`src/rtl/pwmdac_pkg.sv`:
```
package pwmdac_pkg;
  parameter int SMP_W   = 16;
  parameter int LO_BITS = 8;
  parameter int HI_BITS = 10;
  parameter int REP_W   = 9;
  parameter int SHIFT_W = 3;
  localparam int CNT_W  = HI_BITS;
  localparam int DATA_W = 2 * SMP_W;

  typedef enum logic [1:0] {
    ALIGN_LEFT   = 2'd0,
    ALIGN_RIGHT  = 2'd1,
    ALIGN_CENTRE = 2'd2,
    ALIGN_RSVD   = 2'd3
  } align_e;

  // Packed MSB first so that a write of the control word maps bit for bit.
  typedef struct packed {
    logic [SHIFT_W-1:0] shift;     // 17:15
    logic               signMode;  // 14
    logic               swap;      // 13
    logic [REP_W-1:0]   repM1;     // 12:4
    align_e             align;     // 3:2
    logic               hiRes;     // 1
    logic               enable;    // 0
  } ctrl_t;

  localparam int CTRL_W = $bits(ctrl_t);

  typedef struct packed {
    logic bufWrite;
    logic bufWide;
    logic load;
  } strobe_t;
endpackage

```
`src/rtl/pwmdac_chan.sv`:
```
module pwmdac_chan
  import pwmdac_pkg::*;
(
  input  logic               clk,
  input  logic               rstN,
  input  logic               enable,
  input  logic               hiRes,
  input  align_e             align,
  input  logic               signMode,
  input  logic [SHIFT_W-1:0] shift,
  input  logic [SMP_W-1:0]   raw,
  input  logic [CNT_W-1:0]   phase,
  output logic               pwm
);
  localparam int PW = CNT_W + 1;

  logic [SMP_W-1:0] flipped;
  logic [SMP_W-1:0] shifted;
  logic [PW-1:0]    duty;
  logic [PW-1:0]    period;
  logic [PW-1:0]    ph;
  logic [PW-1:0]    lo;
  logic             hit;

  always_comb begin
    flipped = raw ^ {signMode, {(SMP_W-1){1'b0}}};
    shifted = flipped << shift;
    if (hiRes) begin
      duty   = PW'(shifted[SMP_W-1 -: HI_BITS]);
      period = PW'(1 << HI_BITS);
    end else begin
      duty   = PW'(shifted[SMP_W-1 -: LO_BITS]);
      period = PW'(1 << LO_BITS);
    end
    ph = PW'(phase);
    lo = (period - duty) >> 1;
    case (align)
      ALIGN_LEFT:  hit = ph < duty;
      ALIGN_RIGHT: hit = ph >= (period - duty);
      default:     hit = (ph >= lo) && (ph < lo + duty);
    endcase
  end

  always_ff @(posedge clk or negedge rstN) begin
    if (!rstN) pwm <= 1'b0;
    else       pwm <= enable && hit;
  end

  p_off_low_r2: assert property (@(posedge clk) disable iff (!rstN)
    !enable |=> !pwm);
endmodule

```
`src/rtl/pwmdac_ctrl.sv`:
```
module pwmdac_ctrl
  import pwmdac_pkg::*;
#(
  parameter int ADDR_W = 3
) (
  input  logic              clk,
  input  logic              rstN,
  input  logic              regWe,
  input  logic [ADDR_W-1:0] regAddr,
  input  logic              regWide,
  input  logic [CTRL_W-1:0] ctrlWdata,
  output ctrl_t             cfg,
  output logic [CNT_W-1:0]  phase,
  output strobe_t           stb,
  output logic              txReq
);
  localparam logic [ADDR_W-1:0] OFS_SAMPLE = ADDR_W'(0);
  localparam logic [ADDR_W-1:0] OFS_CTRL   = ADDR_W'(4);
  localparam logic [CNT_W-1:0]  MAX_LO     = CNT_W'((1 << LO_BITS) - 1);
  localparam logic [CNT_W-1:0]  MAX_HI     = CNT_W'((1 << HI_BITS) - 1);

  logic [REP_W-1:0] repCnt;
  logic             bufValid;
  logic [CNT_W-1:0] phaseMax;
  logic             periodEnd;
  logic             sampleDue;
  logic             wrSample;
  logic             wrCtrl;

  always_comb begin
    wrSample  = regWe && (regAddr == OFS_SAMPLE);
    wrCtrl    = regWe && (regAddr == OFS_CTRL);
    phaseMax  = cfg.hiRes ? MAX_HI : MAX_LO;
    periodEnd = cfg.enable && (phase >= phaseMax);
    sampleDue = periodEnd && (repCnt >= cfg.repM1);
  end

  always_ff @(posedge clk or negedge rstN) begin
    if (!rstN)       cfg <= '0;
    else if (wrCtrl) cfg <= ctrl_t'(ctrlWdata);
  end

  always_ff @(posedge clk or negedge rstN) begin
    if (!rstN) begin
      phase  <= '0;
      repCnt <= '0;
    end else if (!cfg.enable) begin
      phase  <= '0;
      repCnt <= '0;
    end else if (periodEnd) begin
      phase  <= '0;
      repCnt <= sampleDue ? '0 : repCnt + 1'b1;
    end else begin
      phase  <= phase + 1'b1;
    end
  end

  always_ff @(posedge clk or negedge rstN) begin
    if (!rstN) bufValid <= 1'b0;
    else       bufValid <= (bufValid && !sampleDue) || wrSample;
  end

  assign stb   = '{bufWrite: wrSample, bufWide: regWide, load: sampleDue && bufValid};
  assign txReq = cfg.enable && !bufValid;

  p_off_restart_r2: assert property (@(posedge clk) disable iff (!rstN)
    !cfg.enable |=> (phase == '0));
  p_load_wrap_r9: assert property (@(posedge clk) disable iff (!rstN)
    stb.load |=> (phase == '0));
  p_fill_r9: assert property (@(posedge clk) disable iff (!rstN)
    stb.bufWrite |=> !txReq);
endmodule

```
`src/rtl/pwmdac_datapath.sv`:
```
module pwmdac_datapath
  import pwmdac_pkg::*;
(
  input  logic              clk,
  input  logic              rstN,
  input  ctrl_t             cfg,
  input  logic [CNT_W-1:0]  phase,
  input  strobe_t           stb,
  input  logic [DATA_W-1:0] wdata,
  output logic              pwmLeft,
  output logic              pwmRight
);
  localparam int NCH = 2;

  logic [SMP_W-1:0] bufS [NCH];
  logic [SMP_W-1:0] curS [NCH];
  logic [NCH-1:0]   pwm;
  logic             unusedRep;

  assign unusedRep = ^cfg.repM1;

  always_ff @(posedge clk or negedge rstN) begin
    if (!rstN) begin
      bufS[0] <= '0;
      bufS[1] <= '0;
    end else if (stb.bufWrite) begin
      bufS[0] <= wdata[SMP_W-1:0];
      bufS[1] <= stb.bufWide ? wdata[DATA_W-1:SMP_W] : wdata[SMP_W-1:0];
    end
  end

  always_ff @(posedge clk or negedge rstN) begin
    if (!rstN) begin
      curS[0] <= '0;
      curS[1] <= '0;
    end else if (stb.load) begin
      curS[0] <= bufS[0];
      curS[1] <= bufS[1];
    end
  end

  for (genvar ch = 0; ch < NCH; ch++) begin : g_chan
    logic [SMP_W-1:0] src;
    assign src = cfg.swap ? curS[NCH-1-ch] : curS[ch];
    pwmdac_chan u_chan (
      .clk      (clk),
      .rstN     (rstN),
      .enable   (cfg.enable),
      .hiRes    (cfg.hiRes),
      .align    (cfg.align),
      .signMode (cfg.signMode),
      .shift    (cfg.shift),
      .raw      (src),
      .phase    (phase),
      .pwm      (pwm[ch])
    );
  end

  assign pwmLeft  = pwm[0];
  assign pwmRight = pwm[1];

  p_hold_r9: assert property (@(posedge clk) disable iff (!rstN)
    !stb.load |=> ($stable(curS[0]) && $stable(curS[1])));
endmodule

```
`src/rtl/pwmdac_top.sv`:
```
module pwmdac_top
  import pwmdac_pkg::*;
#(
  parameter int ADDR_W = 3
) (
  input  logic              clk,
  input  logic              rstN,
  input  logic              regWe,
  input  logic [ADDR_W-1:0] regAddr,
  input  logic              regWide,
  input  logic [DATA_W-1:0] regWdata,
  output logic              txReq,
  output logic              pwmLeft,
  output logic              pwmRight
);
  ctrl_t            cfg;
  logic [CNT_W-1:0] phase;
  strobe_t          stb;

  pwmdac_ctrl #(.ADDR_W(ADDR_W)) u_ctrl (
    .clk       (clk),
    .rstN      (rstN),
    .regWe     (regWe),
    .regAddr   (regAddr),
    .regWide   (regWide),
    .ctrlWdata (regWdata[CTRL_W-1:0]),
    .cfg       (cfg),
    .phase     (phase),
    .stb       (stb),
    .txReq     (txReq)
  );

  pwmdac_datapath u_dp (
    .clk      (clk),
    .rstN     (rstN),
    .cfg      (cfg),
    .phase    (phase),
    .stb      (stb),
    .wdata    (regWdata),
    .pwmLeft  (pwmLeft),
    .pwmRight (pwmRight)
  );
endmodule

```
`config.mk`:
```
export PLATFORM = sky130hd
export DESIGN_NAME = pwmdac_top
export DESIGN_NICKNAME = d
export VERILOG_FILES = /design/src/rtl/pwmdac_pkg.sv /design/src/rtl/pwmdac_chan.sv /design/src/rtl/pwmdac_ctrl.sv /design/src/rtl/pwmdac_datapath.sv /design/src/rtl/pwmdac_top.sv
export SDC_FILE = /design/constraint.sdc
export NUM_CORES = 1
export LEC_CHECK = 0
export ABC_AREA = 1
export ABC_CLOCK_PERIOD_IN_PS = 13200
export BUFFER_PORTS_ARGS = -buffer_cell sky130_fd_sc_hd__buf_2
export CAP_MARGIN = 5
export CORE_MARGIN = 2
export CORE_UTILIZATION = 68
export CTS_CLUSTER_SIZE = 25
export DETAILED_ROUTE_END_ITERATION = 16
export GPL_ROUTABILITY_DRIVEN = 1
export PLACE_DENSITY = 0.84
export SYNTH_ARGS = -nofsm -noshare
export SYNTH_HDL_FRONTEND = slang
export SYNTH_SLANG_ARGS = --single-unit
```
`constraint.sdc`:
```
create_clock -name clk -period 13.2 [get_ports clk]
set_input_delay 1.98 -clock clk [delete_from_list [all_inputs] [get_ports clk]]
set_output_delay 1.98 -clock clk [all_outputs]
set_load 0.02 [all_outputs]
```
; Yosys cells after proc, flatten, opt, wreduce, memory -nomap -nowiden
; Cells that the tools add are included.
[totals]
word_cells = 69
in_bits = 39
register_bits = 104
out_inout_bits = 3
[op_classes]
muxes = 14
n_shift = 2
n_eq_ne = 3
order_cmp = 10
bitwise = 2
reduce_logical = 16
addsub = 6
[ops]
columns = operator, n
row1 = $mux 10, 5
row2 = $mux 16, 3
row3 = $shl 16x3->16, 2
row4 = $xor 16x16->16, 2
row5 = $ge 10x10->1, 3
row6 = $mux 9, 3
row7 = $add 10x10->11, 2
row8 = $ge 10x11->1, 2
row9 = $lt 10x11->1, 2
row10 = $sub 11x10->11, 2
row11 = $lt 10x10->1, 2
row12 = $logic_and 1x1->1, 11
row13 = $mux 11, 1
row14 = $add 10x1->10 const B, 1
row15 = $add 9x1->9 const B, 1
row16 = $ge 9x9->1, 1
row17 = $pmux 1 s2, 2
row18 = $eq 3x3->1 const B, 1
row19 = $logic_not 3->1, 1
row20 = $eq 2x1->1 const B, 1
row21 = $logic_not 1->1, 2
row22 = $logic_not 2->1, 1
row23 = $ne 2x2->1 const B, 1
row24 = $logic_or 1x1->1, 1

; Logic depth before layout (Yosys ltp)
; Gate-level depths: netlist of run 1.
[logic_depth]
word_depth = 10
ltp_mapped = 39
ltp_nobuf = 37

; By module
; A second synthesis of run 1 with hierarchy kept.
[hier_totals]
cells_unflattened = 1372
area_unflattened_um2 = 9686.8
[by_module_without_submodules]
columns = module, seq_area_each_um2, area_each_um2, cells_each, n_inst
row1 = pwmdac_datapath, 1601.5, 3040.4, 394, 1
row2 = pwmdac_chan at u_dp.g_chan[1].u_chan, 25.0, 2255.9, 361, 1
row3 = pwmdac_chan at u_dp.g_chan[0].u_chan, 25.0, 2234.6, 362, 1
row4 = pwmdac_ctrl, 950.9, 2155.8, 255, 1

; Worst setup path after synthesis of run 1
; Ideal clock, no wire load.
[synth_timing]
path_kind = register to register
startpoint = register, netlist name u_ctrl.cfg[13]
endpoint = register u_dp.g_chan[1].u_chan.pwm
arrival_ns = 4.072
n_path_buf = 2
path_stages_with_launch = 35
setup_slack_ns = 9.051
setup_time_ns = 0.077
cell_sequence = dfrtp_1 buf_6 buf_4 nand2_1 nand3_1 a32o_1 o211ai_1 nand2_1 inv_1 ha_1 inv_1 nor2_1 nand3_1 nor2_1 nand2_1 nand2_1 inv_1 ha_1 nand2_1 inv_1 nand4_1 o21ai_2 xnor2_1 ha_1 inv_1 nor3_1 a211oi_1 nand2_1 nand2_1 nand2_1 a21oi_1 nor2_1 nand2_1 nand2_1 a21oi_1
[synth_between]
elab_chain_cells = 10
[synth_lines]
columns = element, line_no
row1 = $mux 16 (*), pwmdac_datapath.sv:44  ; assign src = cfg.swap ? curS[NCH-1-ch] : curS[ch];
row2 = $xor 16x16->16 (*), pwmdac_chan.sv:26  ; flipped = raw ^ {signMode, {(SMP_W-1){1'b0}}};
row3 = $shl 16x3->16 (*), pwmdac_chan.sv:27  ; shifted = flipped << shift;
row4 = $mux 10 (*), pwmdac_chan.sv:28  ; if (hiRes) begin
row5 = $sub 11x10->11, pwmdac_chan.sv:39  ; ALIGN_RIGHT: hit = ph >= (period - duty);
row6 = $add 10x10->11, pwmdac_chan.sv:40  ; default: hit = (ph >= lo) && (ph < lo + duty);
row7 = $lt 10x11->1, pwmdac_chan.sv:40
row8 = $logic_and 1x1->1, pwmdac_chan.sv:40
row9 = $pmux 1 s2 (*), pwmdac_chan.sv:37  ; case (align)
row10 = $logic_and 1x1->1 (*), pwmdac_chan.sv:46  ; else pwm <= enable && hit;
row11 = to (signal assigned), pwmdac_chan.sv:46
row12 = to (decl), pwmdac_chan.sv:13  ; output logic pwm
; Every way passes the cells marked *; elsewhere a longest branch is shown, timed or not.
; A chain may end at the register's enable or synchronous reset.

; Final worst setup path of run 1
[layout_timing]
startpoint = register, netlist name u_ctrl.cfg[13]
endpoint = register u_dp.g_chan[1].u_chan.pwm
[layout_between]
elab_chain_cells = 10
[layout_lines]
columns = element, line_no
row1 = $mux 16 (*), pwmdac_datapath.sv:44
row2 = $xor 16x16->16 (*), pwmdac_chan.sv:26
row3 = $shl 16x3->16 (*), pwmdac_chan.sv:27
row4 = $mux 10 (*), pwmdac_chan.sv:28
row5 = $sub 11x10->11, pwmdac_chan.sv:39
row6 = $add 10x10->11, pwmdac_chan.sv:40
row7 = $lt 10x11->1, pwmdac_chan.sv:40
row8 = $logic_and 1x1->1, pwmdac_chan.sv:40
row9 = $pmux 1 s2 (*), pwmdac_chan.sv:37
row10 = $logic_and 1x1->1 (*), pwmdac_chan.sv:46
; Marked as above.

==> results of run 1 <==
cell usage in the layout, fill, tap and decap left out, types with 3 or more instances in the layout:
cell,Yosys,layout
nand3_2,11,12
a21oi_1,63,63
clkbuf_16,0,9
inv_2,7,7
o2111ai_1,3,3
nor3_1,19,19
nand2_2,27,27
o211ai_1,9,9
xor2_2,3,3
nand3_1,144,143
dfrtp_1,104,104
xnor2_1,3,3
a21o_1,4,4
o22ai_1,7,7
xor2_1,27,27
buf_2,12,40
inv_1,175,175
nor2_1,52,51
buf_4,6,5
o21ai_1,11,11
o21bai_1,5,5
nand2_1,316,316
o21ai_0,119,119
ha_1,111,111
nand4_1,15,15
o21ai_2,7,7
o21a_1,3,3
through the flow:
| step | utilization | power, mW | worst slack, ps | instances | instance area [um^2] |
|---|---|---|---|---|---|
| global placement | 0.716 | 1.31 | 7960 | 1493 | 9520 |
| global route | 0.737 | 1.78 | 6920 | 1509 | 9800 |
| finish | 0.737 | 1.61 | 7580 | 1509 | 9800 |
| detailed placement | 0.716 | 1.35 | 7660 | 1493 | 9520 |
| CTS | 0.737 | 1.61 | 7650 | 1509 | 9800 |
| floorplan | - | 1.15 | 9050 | 1318 | 9310 |
kinds of logic after synthesis:
| logic type | count (synthesis) | synth area share |
|---|---|---|
| fa+ha+maj | 111 | 0.149 |
| mux | 1 | 0.00108 |
| simple gates | 595 | 0.285 |
| flops | 104 | 0.280 |
| compound gates | 243 | 0.146 |
| buf+inv | 230 | 0.103 |
| xor+xnor | 34 | 0.0364 |
layer usage:
| layer | part of all wire | wire, um |
|---|---|---|
| met3 | 0.059 | 1410 |
| met4 | 0.044 | 1040 |
| met1 | 0.43 | 10300 |
| met5 | 0 | 0 |
| met2 | 0.47 | 11100 |
cell type report:
| class | count | area share |
|---|---|---|
| Tap cell | 176 | 0.0225 |
| Timing Repair Buffer | 45 | 0.0243 |
| Clock inverter | 6 | 0.00523 |
| Sequential cell | 104 | 0.266 |
| Inverter | 184 | 0.0710 |
| Multi-Input combinational cell | 984 | 0.588 |
| Clock buffer | 10 | 0.0234 |
critical path: cells and delay by family, from the launching register on:
kind / cells / cell delay (ps)
adder cells (fa/ha/maj): 3 / 860
XOR/XNOR: 1 / 140
buffers and inverters: 6 / 770
flip-flops: 1 / 1060
AO/OA/AOI/OAI: 6 / 1080
AND/OR/NAND/NOR: 17 / 1620
how the worst max path moves through the flow:
stage | start | end
after floorplan | u_ctrl.cfg[13] | u_dp.g_chan[1].u_chan.pwm
after global placement | u_ctrl.cfg[13] | u_dp.g_chan[1].u_chan.pwm
after detailed placement | u_ctrl.cfg[13] | u_dp.g_chan[1].u_chan.pwm
after CTS | u_ctrl.cfg[13] | u_dp.g_chan[1].u_chan.pwm
after global routing | u_ctrl.cfg[13] | u_dp.g_chan[1].u_chan.pwm
final | u_ctrl.cfg[13] | u_dp.g_chan[1].u_chan.pwm
registers in the layout, indices dropped and copies added, names as in the netlist:
name / cells
u_dp.bufS: 32
u_dp.g_chan.u_chan.pwm: 2
u_ctrl.repCnt: 9
u_ctrl.bufValid: 1
u_ctrl.cfg: 18
u_dp.curS: 32
u_ctrl.phase: 10
power by group through the flow:
stage          registers (mW)  logic (mW)  clock network, mW
2_1_floorplan           0.370       0.782                  0
3_3_place_gp            0.385       0.928                  0
3_5_place_dp            0.386       0.960                  0
4_1_cts                 0.380       0.966              0.264
5_1_grt                 0.386        1.12              0.276
6_report                0.381       0.971              0.262
==> impl_metrics.ini, run 1 <==
[status]
status = finished clean

[routing]
drt-vias-per-instance = 5.85
ant_nets = 0
via_count = 8828
drt_iter0_markers = 856
wirelength_um = 23800
drcViolationCount = 0
wire_per_inst_um = 15.8
drt_pass1_iterations = 8

[sta]
period_needed_ps = 5620
setup-tns-final_ps = 0
hold_viol = 0
finClkSkew_ps = 11.2
finalSetupViolCount = 0
hold_ws_ps = 489
period_share = 0.426
worst_pin_slew_ps = 1100
rsz0062_at_grt = no
max_clock_freq_ghz = 0.178
relSlewSlack = 0.264
drv_slew = 0

[floorplanning]
die_w_um = 121
die_h_um = 121
rows = 42
io_pins = 42
dieArea_um2 = 14600
core_area_um2 = 13300
initial_core_util = 0.700

[clock_network]
hold_buffers = 0
clk_pin_slew_ps = 80
clock_latency_ps = 360
cts_resized = 0
cts_root_buf = clkbuf_16
clk_path_buf_depth = 2
cts_buffers = 9
cts_sinks = 104
cts_tree = built
post_cts_buffers = 0
htreeDepth = 3

[setup_path]
cpPeakStageDelay_ps = 1060
r2r-end = u_dp.g_chan[1].u_chan.pwm
r2r_start = u_ctrl.cfg[13]
worstSetupEndpointType = register
cp.arrival_ps = 5900
r2r.worst_path.cells = 33
critPathSlowestCell = dfrtp_1
path_max_fanout = 36
cp-start-kind = register
rrSetupSlack_ps = 7580
cp.required_ps = 13480
worstSetupPathType = register to register
cp_common_cell = nand2_1

[global_routing]
grt_max_degree = 74
antenna_found_initial = 0
grt_busiest_layer = met2
grt_overflow = 0
grt_pass1_wl_um = 40200
use_met2 = 0.574
grt_pass1_vias = 8566
use_met1 = 0.445
grt_use_met3 = 0.0489
grt_usage = 0.345

[placement]
gp_congestion = 1.01
place_hpwl_um = 18200
io_buffers = 41

[logic_synthesis]
synthTopCellsByArea = dfrtp_1 (28%), ha_1 (15%), nand2_1 (13%)
yosys_warnings = 0
postSynthCellCount = 1318
synth_ff_type = dfrtp_1
syn_area_per_cell_um2 = 7.06
syn_area_um2 = 9310
synth_cell_types = 51
synth-seq-cells = 104
yosysMostFrequentCell = nand2_1
yosys.area.top_type = dfrtp_1
synthArstFlopShare = 1.00
synth_edf_count = 0
synth_nets = 1468
yosysSeqAreaShare = 0.280
synth_top_area_share = 0.280
synth_common_cells = nand2_1 (316), inv_1 (175), nand3_1 (144)

[pwr]
p_per_area_nw_per_um2 = 165
clkPwrFrac = 0.162
combinationalPowerShare = 0.602
vdd_ir_drop_max_mv = 0.112
p_seq_frac = 0.236
swShare = 0.487
leakagePower_nw = 5.15
p_switching_mw = 0.786
internal-power_mw = 0.828

[cells_and_area]
antenna_cells = 0
nets = 1478
regArea_um2 = 2600
multi_input_area_um2 = 5770
drive_gt1_frac = 0.0960
synthToLayoutAreaGrowth_pct = 5.28
nFillCells = 1114

[flow_run]
max_cap_viol_count = 0

[hold_path]
hold_end = u_dp.curS[0]
min_from = u_dp.curS[0]
min_path_type = register to register
hold_depth = 2
Note: power is estimated with default switching activity, not from simulation.
==> run 2: changes to the inputs <==
--- a/config.mk
+++ b/config.mk
@@ -6,15 +6,15 @@
 export NUM_CORES = 1
 export LEC_CHECK = 0
 export ABC_AREA = 1
-export ABC_CLOCK_PERIOD_IN_PS = 13200
+export ABC_CLOCK_PERIOD_IN_PS = 5800
 export BUFFER_PORTS_ARGS = -buffer_cell sky130_fd_sc_hd__buf_2
 export CAP_MARGIN = 5
 export CORE_MARGIN = 2
-export CORE_UTILIZATION = 68
+export CORE_UTILIZATION = 64
 export CTS_CLUSTER_SIZE = 25
 export DETAILED_ROUTE_END_ITERATION = 16
 export GPL_ROUTABILITY_DRIVEN = 1
-export PLACE_DENSITY = 0.84
+export PLACE_DENSITY = 0.79
 export SYNTH_ARGS = -nofsm -noshare
 export SYNTH_HDL_FRONTEND = slang
 export SYNTH_SLANG_ARGS = --single-unit
==> constraint.sdc (replaced) <==
create_clock -name clk -period 5.8 [get_ports clk]
set_input_delay 0.87 -clock clk [delete_from_list [all_inputs] [get_ports clk]]
set_output_delay 0.87 -clock clk [all_outputs]
set_load 0.02 [all_outputs]
==> run 2 against run 1 <==
Against the previous run:
- via count decreased by 0.92%
- sequential cell count unchanged
- design area increased by 0.71%
==> impl_metrics.ini, run 2 (synthesis results as in run 1) <==
[status]
status = finished clean

[pwr]
p_total_mw = 3.73
leakagePower_nw = 5.18
p_per_area_nw_per_um2 = 378
vdd_ir_drop_max_mv = 0.172

[floorplanning]
dieArea_um2 = 15500
core_area_um2 = 14400
die_h_um = 125
die_w_um = 125
io_pins = 42
initial_core_util = 0.648
rows = 44

[cells_and_area]
multi_input_area_um2 = 5770
fin_area_um2 = 9870
drive_gt1_frac = 0.102
stdcell_count = 1522
nFillCells = 1290
nets = 1483
antenna_cells = 0
synthToLayoutAreaGrowth_pct = 6.03
fin_util = 0.687
largestRegisters = u_dp.bufS: 32 flops, u_dp.curS: 32 flops, u_ctrl.cfg: 18 flops
final_common_cell = nand2_1
regArea_um2 = 2610
final_cell_mix = nand2_1 (316), inv_1 (175), nand3_1 (143), o21ai_0 (119), ha_1 (111)

[clock_network]
cts_tree = built
cts_root_buf = clkbuf_16
cts_resized = 0
htreeDepth = 3
cts_sinks = 104
clk_path_buf_depth = 2
clk_pin_slew_ps = 80
cts_buffers = 9
hold_buffers = 0
post_cts_buffers = 0
clock_latency_ps = 360

[setup_path]
cp.arrival_ps = 5240
r2r_start = u_ctrl.cfg[17]
cp-start-kind = register
critPathSlowestCell = inv_1
cp.required_ps = 6090
cp_common_cell = nand2_1
cpPeakStageDelay_ps = 580
worstSetupPathType = register to register
path_max_fanout = 24
startpoint = u_ctrl.cfg[17]
worstSetupEndpointType = register

[sta]
period_share = 0.854
max_clock_freq_ghz = 0.202
rsz0062_at_grt = no
finalSetupViolCount = 0
hold_ws_ps = 459
finClkSkew_ps = 7.77
period_needed_ps = 4950
setup_ws_ps = 845
setup-tns-final_ps = 0
hold_viol = 0
relSlewSlack = 0.274
worst_pin_slew_ps = 1090
drv_slew = 0

[global_routing]
grt_usage = 0.322
grt_pass1_wl_um = 40900
grt_max_degree = 75
grt_pass1_vias = 8384
grt_overflow = 0
antenna_found_initial = 0

[routing]
wirelength_um = 23900
drcViolationCount = 0
drt-vias-per-instance = 5.75
drt_iter0_markers = 764
via_count = 8747
ant_nets = 0
drt_pass1_iterations = 6
wire_per_inst_um = 15.7

[hold_path]
min_path_type = input port to async pin

[placement]
io_buffers = 41
dp.cells = 1506
post_dp_cell_area_um2 = 9570
pre_cts_ws_ps = 730
gp_congestion = 0.970
place_hpwl_um = 18400

[flow_run]
max_cap_viol_count = 0
run 2: cell types whose count changed in the layout (fill, tap and decap cells not counted):
cell and delta:
dfrtp_2 +2, clkbuf_8 +1, inv_8 -1, clkinv_8 +1, clkbuf_1 -1, clkinvlp_4 -1
clkinv_2 -1, buf_4 +5, dfrtp_1 -2, inv_6 +1, clkinv_4 +1
run 2: critical path, delay by kind of cell (launching register included):
kind	cells	cell delay [ps]
AND/OR/NAND/NOR	14	1370
buffers and inverters	7	1310
adder cells (fa/ha/maj)	3	820
AO/OA/AOI/OAI	4	620
XOR/XNOR	2	380
flip-flops	1	360
run 2: final timing paths:
path	depth (start not counted)	endpoint	slack, ps
min in group clk	2	u_ctrl.cfg[9]	490
min reg2reg	2	u_ctrl.cfg[9]	490
min	1	u_dp.curS[1]	460
max in group asynchronous	2	u_ctrl.cfg[13]	4040
max reg2reg	30	u_dp.g_chan[0].u_chan.pwm	850
max	30	u_dp.g_chan[0].u_chan.pwm	850
run 2: per-layer routing:
layer,share of wire,vias to the layer above,GRT usage
met5,0,-,0
met4,0.034,0,0.107
met3,0.048,58,0.0352
met2,0.46,259,0.528
met1,0.46,4031,0.447
li1,-,4399,-
run 2: final cells by class:
class / count / area share
Inverter: 184 / 0.0705
Clock inverter: 6 / 0.00621
Timing Repair Buffer: 50 / 0.0279
Tap cell: 184 / 0.0233
Multi-Input combinational cell: 984 / 0.584
Clock buffer: 10 / 0.0242
Sequential cell: 104 / 0.264
run 2: power breakdown:
part	switching [mW]	internal (mW)	total (mW)	leakage [nW]
Sequential	0.0546	0.800	0.854	1.36
Combinational	1.45	0.796	2.25	3.68
Clock	0.310	0.314	0.624	0.144
Total	1.82	1.91	3.73	5.18
==> run 3: changes to the inputs <==
--- a/config.mk
+++ b/config.mk
@@ -6,15 +6,15 @@
 export NUM_CORES = 1
 export LEC_CHECK = 0
 export ABC_AREA = 1
-export ABC_CLOCK_PERIOD_IN_PS = 5800
+export ABC_CLOCK_PERIOD_IN_PS = 6300
 export BUFFER_PORTS_ARGS = -buffer_cell sky130_fd_sc_hd__buf_2
 export CAP_MARGIN = 5
 export CORE_MARGIN = 2
-export CORE_UTILIZATION = 64
+export CORE_UTILIZATION = 68
 export CTS_CLUSTER_SIZE = 25
 export DETAILED_ROUTE_END_ITERATION = 16
 export GPL_ROUTABILITY_DRIVEN = 1
-export PLACE_DENSITY = 0.79
+export PLACE_DENSITY = 0.84
 export SYNTH_ARGS = -nofsm -noshare
 export SYNTH_HDL_FRONTEND = slang
 export SYNTH_SLANG_ARGS = --single-unit
==> constraint.sdc (replaced) <==
create_clock -name clk -period 6.3 [get_ports clk]
set_input_delay 0.945 -clock clk [delete_from_list [all_inputs] [get_ports clk]]
set_output_delay 0.945 -clock clk [all_outputs]
set_load 0.02 [all_outputs]
==> run 3 against run 2 <==
Against the previous run:
- largest power group unchanged
- maximum frequency fell by 2.1%
- largest cell class unchanged
- setup slack improved by 390 ps
- first-iteration DRC count is 10% lower
- critical endpoint unchanged
==> impl_metrics.ini, run 3 (synthesis results as in run 1) <==
[floorplanning]
rows = 42
core_area_um2 = 13300
die_w_um = 121
die_h_um = 121
initial_core_util = 0.700
dieArea_um2 = 14600
io_pins = 42

[sta]
finalSetupViolCount = 0
period_needed_ps = 5060
finClkSkew_ps = 7.40
hold_ws_ps = 489
setup-tns-final_ps = 0
rsz0062_at_grt = no
worst_pin_slew_ps = 1120
relSlewSlack = 0.254
drv_slew = 0
period_share = 0.804
max_clock_freq_ghz = 0.198
hold_viol = 0

[global_routing]
grt_overflow = 0
grt_pass1_wl_um = 39100
grt_usage = 0.334
grt_pass1_vias = 8258
antenna_found_initial = 0
grt_max_degree = 65

[pwr]
leakagePower_nw = 5.19
vdd_ir_drop_max_mv = 0.203
p_total_mw = 3.44
p_per_area_nw_per_um2 = 349

[setup_path]
cpPeakStageDelay_ps = 670
cp-start-kind = register
r2r_start = u_ctrl.cfg[13]
cp.required_ps = 6580
cp_common_cell = nand2_1
worstSetupEndpointType = register
r2r-end = u_dp.g_chan[0].u_chan.pwm
r2r.worst_path.cells = 32
cp.arrival_ps = 5350
path_max_fanout = 30
critPathSlowestCell = dfrtp_1
rrSetupSlack_ps = 1240
worstSetupPathType = register to register

[clock_network]
cts_root_buf = clkbuf_16
clock_latency_ps = 360
hold_buffers = 0
cts_buffers = 9
cts_sinks = 104
post_cts_buffers = 0
clk_path_buf_depth = 2
cts_tree = built
htreeDepth = 3
clk_pin_slew_ps = 80
cts_resized = 0

[cells_and_area]
synthToLayoutAreaGrowth_pct = 5.95
final_cell_mix = nand2_1 (316), inv_1 (175), nand3_1 (143), o21ai_0 (119), ha_1 (111)
largestRegisters = u_dp.bufS: 32 flops, u_dp.curS: 32 flops, u_ctrl.cfg: 18 flops
antenna_cells = 0
nFillCells = 1121
drive_gt1_frac = 0.0995
final_common_cell = nand2_1
nets = 1482

[placement]
place_hpwl_um = 17800
io_buffers = 41
gp_congestion = 0.970

[hold_path]
min_from = u_ctrl.cfg[5]
min_path_type = register to register
hold_depth = 2
hold_end = u_ctrl.cfg[5]

[status]
status = finished clean

[flow_run]
max_cap_viol_count = 0

[routing]
drt_iter0_markers = 686
drt-vias-per-instance = 5.77
ant_nets = 0
wirelength_um = 23300
drt_pass1_iterations = 6
via_count = 8731
wire_per_inst_um = 15.4
drcViolationCount = 0
==> run 3: worst max-delay path by stage <==
stage | depth (start not counted) | endpoint | start
6_report | 32 | u_dp.g_chan[0].u_chan.pwm | u_ctrl.cfg[13]
5_1_grt | 33 | u_dp.g_chan[1].u_chan.pwm | u_ctrl.cfg[13]
4_1_cts | 32 | u_dp.g_chan[0].u_chan.pwm | u_ctrl.cfg[13]
3_5_place_dp | 32 | u_dp.g_chan[0].u_chan.pwm | u_ctrl.cfg[13]
3_3_place_gp | 31 | u_dp.g_chan[0].u_chan.pwm | u_ctrl.cfg[15]
2_1_floorplan | 34 | u_dp.g_chan[1].u_chan.pwm | u_ctrl.cfg[13]
==> run 3: stage by stage <==
| step | utilization | cells | cell area, um^2 | worst slack, ps |
|---|---|---|---|---|
| after floorplan | - | 1318 | 9310 | 2150 |
| after global placement | 0.718 | 1497 | 9550 | 1530 |
| after detailed placement | 0.718 | 1497 | 9550 | 1280 |
| after CTS | 0.742 | 1513 | 9860 | 1280 |
| after global routing | 0.742 | 1513 | 9860 | 668 |
| final | 0.742 | 1513 | 9860 | 1240 |
==> run 3: metal layers <==
| layer | global-route usage | vias to the layer above | routed length, um |
|---|---|---|---|
| li1 | - | 4385 | - |
| met1 | 0.436 | 3973 | 10300 |
| met2 | 0.572 | 316 | 11100 |
| met3 | 0.0357 | 57 | 1140 |
| met4 | 0.125 | 0 | 829 |
| met5 | 0 | - | 0 |
==> run 3: worst max-delay path, delay by kind of cell (launching register included) <==
family                   cells  cell delay [ps]
AND/OR/NAND/NOR             17             1670
adder cells (fa/ha/maj)      3              810
flip-flops                   1              670
AO/OA/AOI/OAI                4              620
buffers and inverters        6              800
XOR/XNOR                     2              430
==> run 3: where the power goes <==
| part | switching, mW | leakage (nW) | internal, mW | total (mW) |
|---|---|---|---|---|
| Clock | 0.281 | 0.151 | 0.317 | 0.598 |
| Sequential | 0.0531 | 1.36 | 0.736 | 0.789 |
| Combinational | 1.32 | 3.68 | 0.732 | 2.05 |
==> run 3: cell type report <==
type,instances,area [um^2],share of cell area
multi-input cells,984,5770,0.584
flip-flops and latches,104,2600,0.264
inverters,184,696,0.0705
repair buffers,49,268,0.0271
clock buffers,9,225,0.0228
well taps,176,220,0.0223
clock inverters,7,87.6,0.00888
